[config.mk]
export PLATFORM = sky130hd
export DESIGN_NAME = mini_uart
export DESIGN_NICKNAME = d
export VERILOG_FILES = /design/src/rtl/mini_uart_pkg.sv /design/src/rtl/mini_uart_tx.sv /design/src/rtl/mini_uart_rx.sv /design/src/rtl/mini_uart.sv
export SDC_FILE = /design/constraint.sdc
export NUM_CORES = 1
export LEC_CHECK = 0
export ABC_CLOCK_PERIOD_IN_PS = 3900
export BUFFER_PORTS_ARGS = -buffer_cell sky130_fd_sc_hd__clkbuf_2
export CAP_MARGIN = 15
export CORE_MARGIN = 8
export CORE_UTILIZATION = 40
export CTS_CLUSTER_DIAMETER = 50
export DETAILED_ROUTE_END_ITERATION = 6
export REMOVE_ABC_BUFFERS = 1
export SLEW_MARGIN = 5
export SYNTH_ARGS = -nofsm -noshare
export SYNTH_HDL_FRONTEND = slang
export SYNTH_SLANG_ARGS = --single-unit
[constraint.sdc]
create_clock -name clk -period 3.9 [get_ports clk]
set_input_delay 0.78 -clock clk [delete_from_list [all_inputs] [get_ports clk]]
set_output_delay 0.78 -clock clk [all_outputs]
set_load 0.05 [all_outputs]
[src/rtl/mini_uart_pkg.sv]
package mini_uart_pkg;
  localparam int WORD_W  = 32;
  localparam int CHAR_W  = 8;
  localparam int FRAME_W = CHAR_W + 2;
  localparam int IDX_CW  = $clog2(FRAME_W + 1);

  // full serial frame, bit 0 leaves the line first
  function automatic logic [FRAME_W-1:0] frame_of(input logic [CHAR_W-1:0] ch);
    return {1'b1, ch, 1'b0};
  endfunction

  // clocks from start-bit detection to the start-bit sample point
  function automatic logic [WORD_W-1:0] half_period(input logic [WORD_W-1:0] div);
    return div >> 1;
  endfunction
endpackage

[src/rtl/mini_uart_tx.sv]
module mini_uart_tx
  import mini_uart_pkg::*;
(
  input  logic              clk,
  input  logic              rst_n,
  input  logic              start,
  input  logic [CHAR_W-1:0] start_char,
  input  logic [WORD_W-1:0] div,
  output logic              txd,
  output logic              busy,
  output logic              done
);
  logic [FRAME_W-1:0] shreg;
  logic [WORD_W-1:0]  cnt, period;
  logic [IDX_CW-1:0]  idx;

  always_ff @(posedge clk) begin
    if (!rst_n) begin
      shreg  <= '1;
      cnt    <= '0;
      period <= '0;
      idx    <= '0;
      busy   <= 1'b0;
      done   <= 1'b0;
    end else begin
      done <= 1'b0;
      if (!busy) begin
        if (start) begin
          shreg  <= frame_of(start_char);
          period <= div;
          cnt    <= '0;
          idx    <= '0;
          busy   <= 1'b1;
        end
      end else if (cnt == period) begin
        cnt <= '0;
        if (idx == IDX_CW'(FRAME_W - 1)) begin
          busy <= 1'b0;
          done <= 1'b1;
        end else begin
          shreg <= {1'b1, shreg[FRAME_W-1:1]};
          idx   <= idx + 1'b1;
        end
      end else begin
        cnt <= cnt + 1'b1;
      end
    end
  end

  assign txd = busy ? shreg[0] : 1'b1;


  tx_pulse_width_chk: assert property (@(posedge clk) disable iff (!rst_n)
    done |=> !done);

  tx_no_restart_chk: assert property (@(posedge clk) disable iff (!rst_n)
    (busy && start && cnt != period) |=> (busy && $stable(shreg)));
endmodule

[src/rtl/mini_uart_rx.sv]
module mini_uart_rx
  import mini_uart_pkg::*;
(
  input  logic              clk,
  input  logic              rst_n,
  input  logic              rxd,
  input  logic [WORD_W-1:0] div,
  output logic              valid,
  output logic [CHAR_W-1:0] rx_char
);
  typedef enum logic {RX_IDLE, RX_RUN} rx_state_t;
  rx_state_t          state;
  logic               s1, s2, s3;
  logic [WORD_W-1:0]  cnt, target, period;
  logic [IDX_CW-1:0]  idx;
  logic [CHAR_W-1:0]  shreg;
  wire                fall_seen = s3 && !s2;
  wire                sample_now = (state == RX_RUN) && (cnt == target);

  always_ff @(posedge clk) begin
    if (!rst_n) begin
      {s1, s2, s3} <= 3'b111;
      state   <= RX_IDLE;
      cnt     <= '0;
      target  <= '0;
      period  <= '0;
      idx     <= '0;
      shreg   <= '0;
      rx_char <= '0;
      valid   <= 1'b0;
    end else begin
      s1 <= rxd;
      s2 <= s1;
      s3 <= s2;
      valid <= 1'b0;
      case (state)
        RX_IDLE: if (fall_seen) begin
          state  <= RX_RUN;
          cnt    <= '0;
          idx    <= '0;
          period <= div;
          target <= half_period(div);
        end
        RX_RUN: if (sample_now) begin
          cnt    <= '0;
          target <= period;
          idx    <= idx + 1'b1;
          if (idx == '0) begin
            if (s2) state <= RX_IDLE;            // false start
          end else if (idx == IDX_CW'(FRAME_W - 1)) begin
            state <= RX_IDLE;
            if (s2) begin
              valid   <= 1'b1;
              rx_char <= shreg;
            end
          end else begin
            shreg <= {s2, shreg[CHAR_W-1:1]};
          end
        end else begin
          cnt <= cnt + 1'b1;
        end
        default: state <= RX_IDLE;
      endcase
    end
  end


  rx_pulse_width_chk: assert property (@(posedge clk) disable iff (!rst_n)
    valid |=> !valid);

  rx_stop_high_chk: assert property (@(posedge clk) disable iff (!rst_n)
    valid |-> $past(s2));
endmodule

[src/rtl/mini_uart.sv]
module mini_uart
  import mini_uart_pkg::*;
#(
  parameter int ADDR_W = 4
) (
  input  logic              clk,
  input  logic              rst_n,
  input  logic [ADDR_W-1:2] bus_addr,
  input  logic              bus_wr,
  input  logic [WORD_W-1:0] bus_wdata,
  output logic [WORD_W-1:0] bus_rdata,
  output logic              uart_txd,
  input  logic              uart_rxd,
  output logic              irq_tx,
  output logic              irq_rx
);
  localparam int IDX_W = ADDR_W - 2;

  logic [WORD_W-1:0] div_q;
  logic [CHAR_W-1:0] rx_q;
  logic              tx_busy, rx_valid;
  logic [CHAR_W-1:0] rx_char;

  wire hit_data = (bus_addr == IDX_W'(0));
  wire hit_div  = (bus_addr == IDX_W'(1));
  wire wr_data  = bus_wr && hit_data;
  wire wr_div   = bus_wr && hit_div;
  wire wr_none  = bus_wr && !hit_data && !hit_div;

  always_ff @(posedge clk) begin
    if (!rst_n) begin
      div_q <= '0;
      rx_q  <= '0;
    end else begin
      if (wr_div)   div_q <= bus_wdata;
      if (rx_valid) rx_q  <= rx_char;
    end
  end

  always_comb begin
    bus_rdata = '0;
    if (hit_data)     bus_rdata = {{(WORD_W-CHAR_W){1'b0}}, rx_q};
    else if (hit_div) bus_rdata = div_q;
  end

  mini_uart_tx u_tx (
    .clk(clk), .rst_n(rst_n), .start(wr_data), .start_char(bus_wdata[CHAR_W-1:0]),
    .div(div_q), .txd(uart_txd), .busy(tx_busy), .done(irq_tx)
  );

  mini_uart_rx u_rx (
    .clk(clk), .rst_n(rst_n), .rxd(uart_rxd), .div(div_q),
    .valid(rx_valid), .rx_char(rx_char)
  );

  assign irq_rx = rx_valid;


  div_store_chk: assert property (@(posedge clk) disable iff (!rst_n)
    wr_div |=> (div_q == $past(bus_wdata)));

  rx_latch_chk: assert property (@(posedge clk) disable iff (!rst_n)
    rx_valid |=> (rx_q == $past(rx_char)));

  stray_write_chk: assert property (@(posedge clk) disable iff (!rst_n)
    (wr_none && !rx_valid) |=> ($stable(div_q) && $stable(rx_q)));

  stop_before_irq_chk: assert property (@(posedge clk) disable iff (!rst_n)
    irq_tx |-> $past(uart_txd));

  busy_write_chk: assert property (@(posedge clk) disable iff (!rst_n)
    (tx_busy && wr_data) |=> (tx_busy || irq_tx));
endmodule

==> results.py <==
metrics = {
    "logic_synthesis": {
        "netlist.area_leader.share_pct": 42.9,
        "synth-main-ff-cell": "dfxtp_1",
        "yosysSeqAreaShare_pct": 42.9,
        "async_flop_share_pct": 0,
        "synth_top_area_cell": "dfxtp_1",
        "netlist_area_um2": 11200,
        "synth_cells": 1340,
        "yosys_warnings": 0,
        "netlist_top_cells_count": "nand2_1 (285), dfxtp_1 (240), a21oi_1 (136)",
        "avgSynthCellArea_um2": 8.36,
        "ys_seq_elements": 240,
        "synth.area.top_cells": "dfxtp_1 (43%), nand2_1 (9.5%), mux2i_1 (7.8%)",
        "synth_edf_count": 0,
        "yosysUniqueCellTypes": 65,
        "yosysMostFrequentCell": "nand2_1",
    },
    "drt": {
        "remaining_drc_errors": 0,
        "vias": 9293,
        "drt_iter0_markers": 684,
        "wirelength_um": 28900,
        "avgViaCountPerCell": 5.27,
        "avgRoutedWirePerCell_um": 16.4,
        "postRouteAntennaNets": 0,
        "dr.pass1.iters": 5,
    },
    "floorplanning": {
        "ios": 73,
        "rows": 61,
        "placeableCoreArea_um2": 27700,
        "dieHeight_um": 183,
        "start_util_pct": 40.4,
        "dieArea_um2": 33600,
        "die_x_um": 183,
    },
    "sta": {
        "tightest_slew_ns": 1.05,
        "hold_viol": 0,
        "setup_viol": 0,
        "hold-worst-slack_ns": 0.405,
        "post-route-period-util_pct": 75.1,
        "fmax_mhz": 341,
        "layout_min_cycle_time_ns": 2.93,
        "rsz0062_at_grt": "false",
        "slew_viol_final": 0,
        "fin_tns_setup_ns": 0,
        "clock_skew_ns": 0.0163,
        "slew_headroom_pct": 29.6,
    },
    "setup_path": {
        "critPathKind": "reg2reg",
        "startpoint_type": "register",
        "cp-end-kind": "register",
        "rrSetupSlack_ns": 0.97,
        "slowest_delay_ns": 0.63,
        "timing.critical_path.cells": "xor2_1, nor4_1, and4_1, nand2_1, nand2_1, o21ai_0",
        "crit_path_max_fanout": 14,
        "required_ns": 4.30,
        "cp_common_cell": "nand2_1",
        "crit_slowest_cell": "nand2_1",
        "cp.arrival_ns": 3.33,
    },
    "hold_path": {
        "hold_class": "reg2reg",
    },
    "clock_network": {
        "ctsResizeCount": 0,
        "clock_latency_ns": 0.55,
        "cts_setup_buffers": 0,
        "cts_made_buffers": 29,
        "path_clk_slew_ns": 0.06,
        "cts_hold_buf": 0,
        "cts_tree": "done",
        "ctsLongestPathBuffers": 3,
        "clkSinkCount": 240,
        "cts-htree-levels": 1,
        "root_buffer": "clkbuf_16",
    },
    "placed_design": {
        "port_buffers": 72,
        "dpl.hpwl_um": 19400,
        "gp_congestion": 0.805,
    },
    "global_routing": {
        "grt_max_degree": 142,
        "grt_pass1_vias": 8666,
        "grt_pass1_wl_um": 46100,
        "gr-total-overflow": 0,
        "antenna_found_initial": 0,
        "track_usage_pct": 16.6,
    },
    "power_and_ir_drop": {
        "ir_worst_vdd_mv": 0.282,
        "power_density_nw_per_um2": 450,
        "leakage_nw": 4.68,
        "power.total_w": 0.00574,
    },
    "cells_and_area": {
        "n_fill_cell": 2728,
        "area_growth_pct": 14.0,
        "diodes": 0,
        "nNetsFinal": 1409,
        "fin_util_pct": 46.1,
        "drive_gt1_share_pct": 13.8,
    },
    "flow_run": {
        "drv_cap": 0,
    },
    "outcome": {
        "outcome": "finished, final reports clean",
    },
}
-- placed cells by master, fill, tap and decap left out, types with 14 or more instances in the layout --
cell	instances
clkbuf_16	29
xnor2_1	24
o21ai_1	26
nor4_1	14
nor3_1	14
dfxtp_1	239
and2_1	29
and3_1	22
nand4_1	30
o21ai_0	27
clkbuf_2	72
mux2i_1	87
buf_4	14
nand2_1	285
a211oi_2	29
nand3_1	40
xor2_1	58
a21oi_1	136
nor2_1	73
-- state kept, by name (all words and copies together), names as in the netlist --
signal,count
u_rx.rx_char,8
u_rx.period,32
u_rx.cnt,32
u_tx.done,1
u_rx.idx,4
u_rx.target,32
div_q,32
u_tx.period,32
u_rx.s2,1
u_rx.shreg,8
u_rx.s1,1
rx_q,8
u_tx.shreg,9
u_tx.cnt,32
u_tx.idx,4
u_rx.state,1
u_rx.s3,1
u_rx.valid,1
u_tx.busy,1
-- kinds of logic after synthesis --
group                      Yosys count  synth area share [%]
AOI/OAI and AO/OA                  258                  14.6
xor gates and xnor gates            82                  6.41
adders and majority gates            7                 0.782
buffers and inverters              109                  4.03
DFF                                240                  42.9
muxes                               88                  7.87
and+or+nand+nor                    556                  23.5
-- layout make-up --
| type | count | area, µm² | share of cell area [%] |
|---|---|---|---|
| Multi-Input combinational cell | 991 | 5950 | 46.6 |
| Sequential cell | 240 | 4810 | 37.6 |
| Clock buffer | 36 | 792 | 6.20 |
| Timing Repair Buffer | 88 | 505 | 3.96 |
| Tap cell | 378 | 473 | 3.70 |
| Clock inverter | 17 | 188 | 1.47 |
| Inverter | 14 | 55.1 | 0.431 |
-- report_power, final --
group / switching [W] / internal [W] / leakage, nW
Sequential: 0.0000541 / 0.00250 / 1.94
Clock: 0.00109 / 0.00165 / 0.483
Combinational: 0.000303 / 0.000143 / 2.25
Total: 0.00145 / 0.00429 / 4.68
-- routing by layer --
metal | share of wire [%] | track usage, %
met1 | 49 | 23.5
met2 | 44 | 25.9
met3 | 4.8 | 2.69
met4 | 1.8 | 3.81
met5 | 0 | 0
-- worst max-delay path: cells and delay by family (launching register included) --
kind / cells / cell delay, ns
xor gates and xnor gates: 1 / 0.15
DFF: 1 / 0.50
and+or+nand+nor: 4 / 1.94
AOI/OAI and AO/OA: 1 / 0.18
-- metrics by stage --
| step | cells | setup WS (ns) | cell area [µm²] |
|---|---|---|---|
| after floorplan | 1245 | 0.0661 | 10800 |
| after global placement | 1711 | 1.09 | 11800 |
| after detailed placement | 1711 | 1.02 | 11800 |
| after CTS | 1764 | 1.02 | 12800 |
| after global routing | 1764 | 0.717 | 12800 |
| final | 1764 | 0.971 | 12800 |
-- worst paths after layout --
| path | start | endpoint | cells after the start |
|---|---|---|---|
| worst max-delay path | u_tx.cnt[6] | u_tx.cnt[24] | 6 |
| worst min-delay path | u_rx.s1 | u_rx.s2 | 1 |
| worst max register to register | u_tx.cnt[6] | u_tx.cnt[24] | 6 |
| worst min register to register | u_rx.s1 | u_rx.s2 | 1 |
No activity file was read; power rests on OpenSTA's default activity.
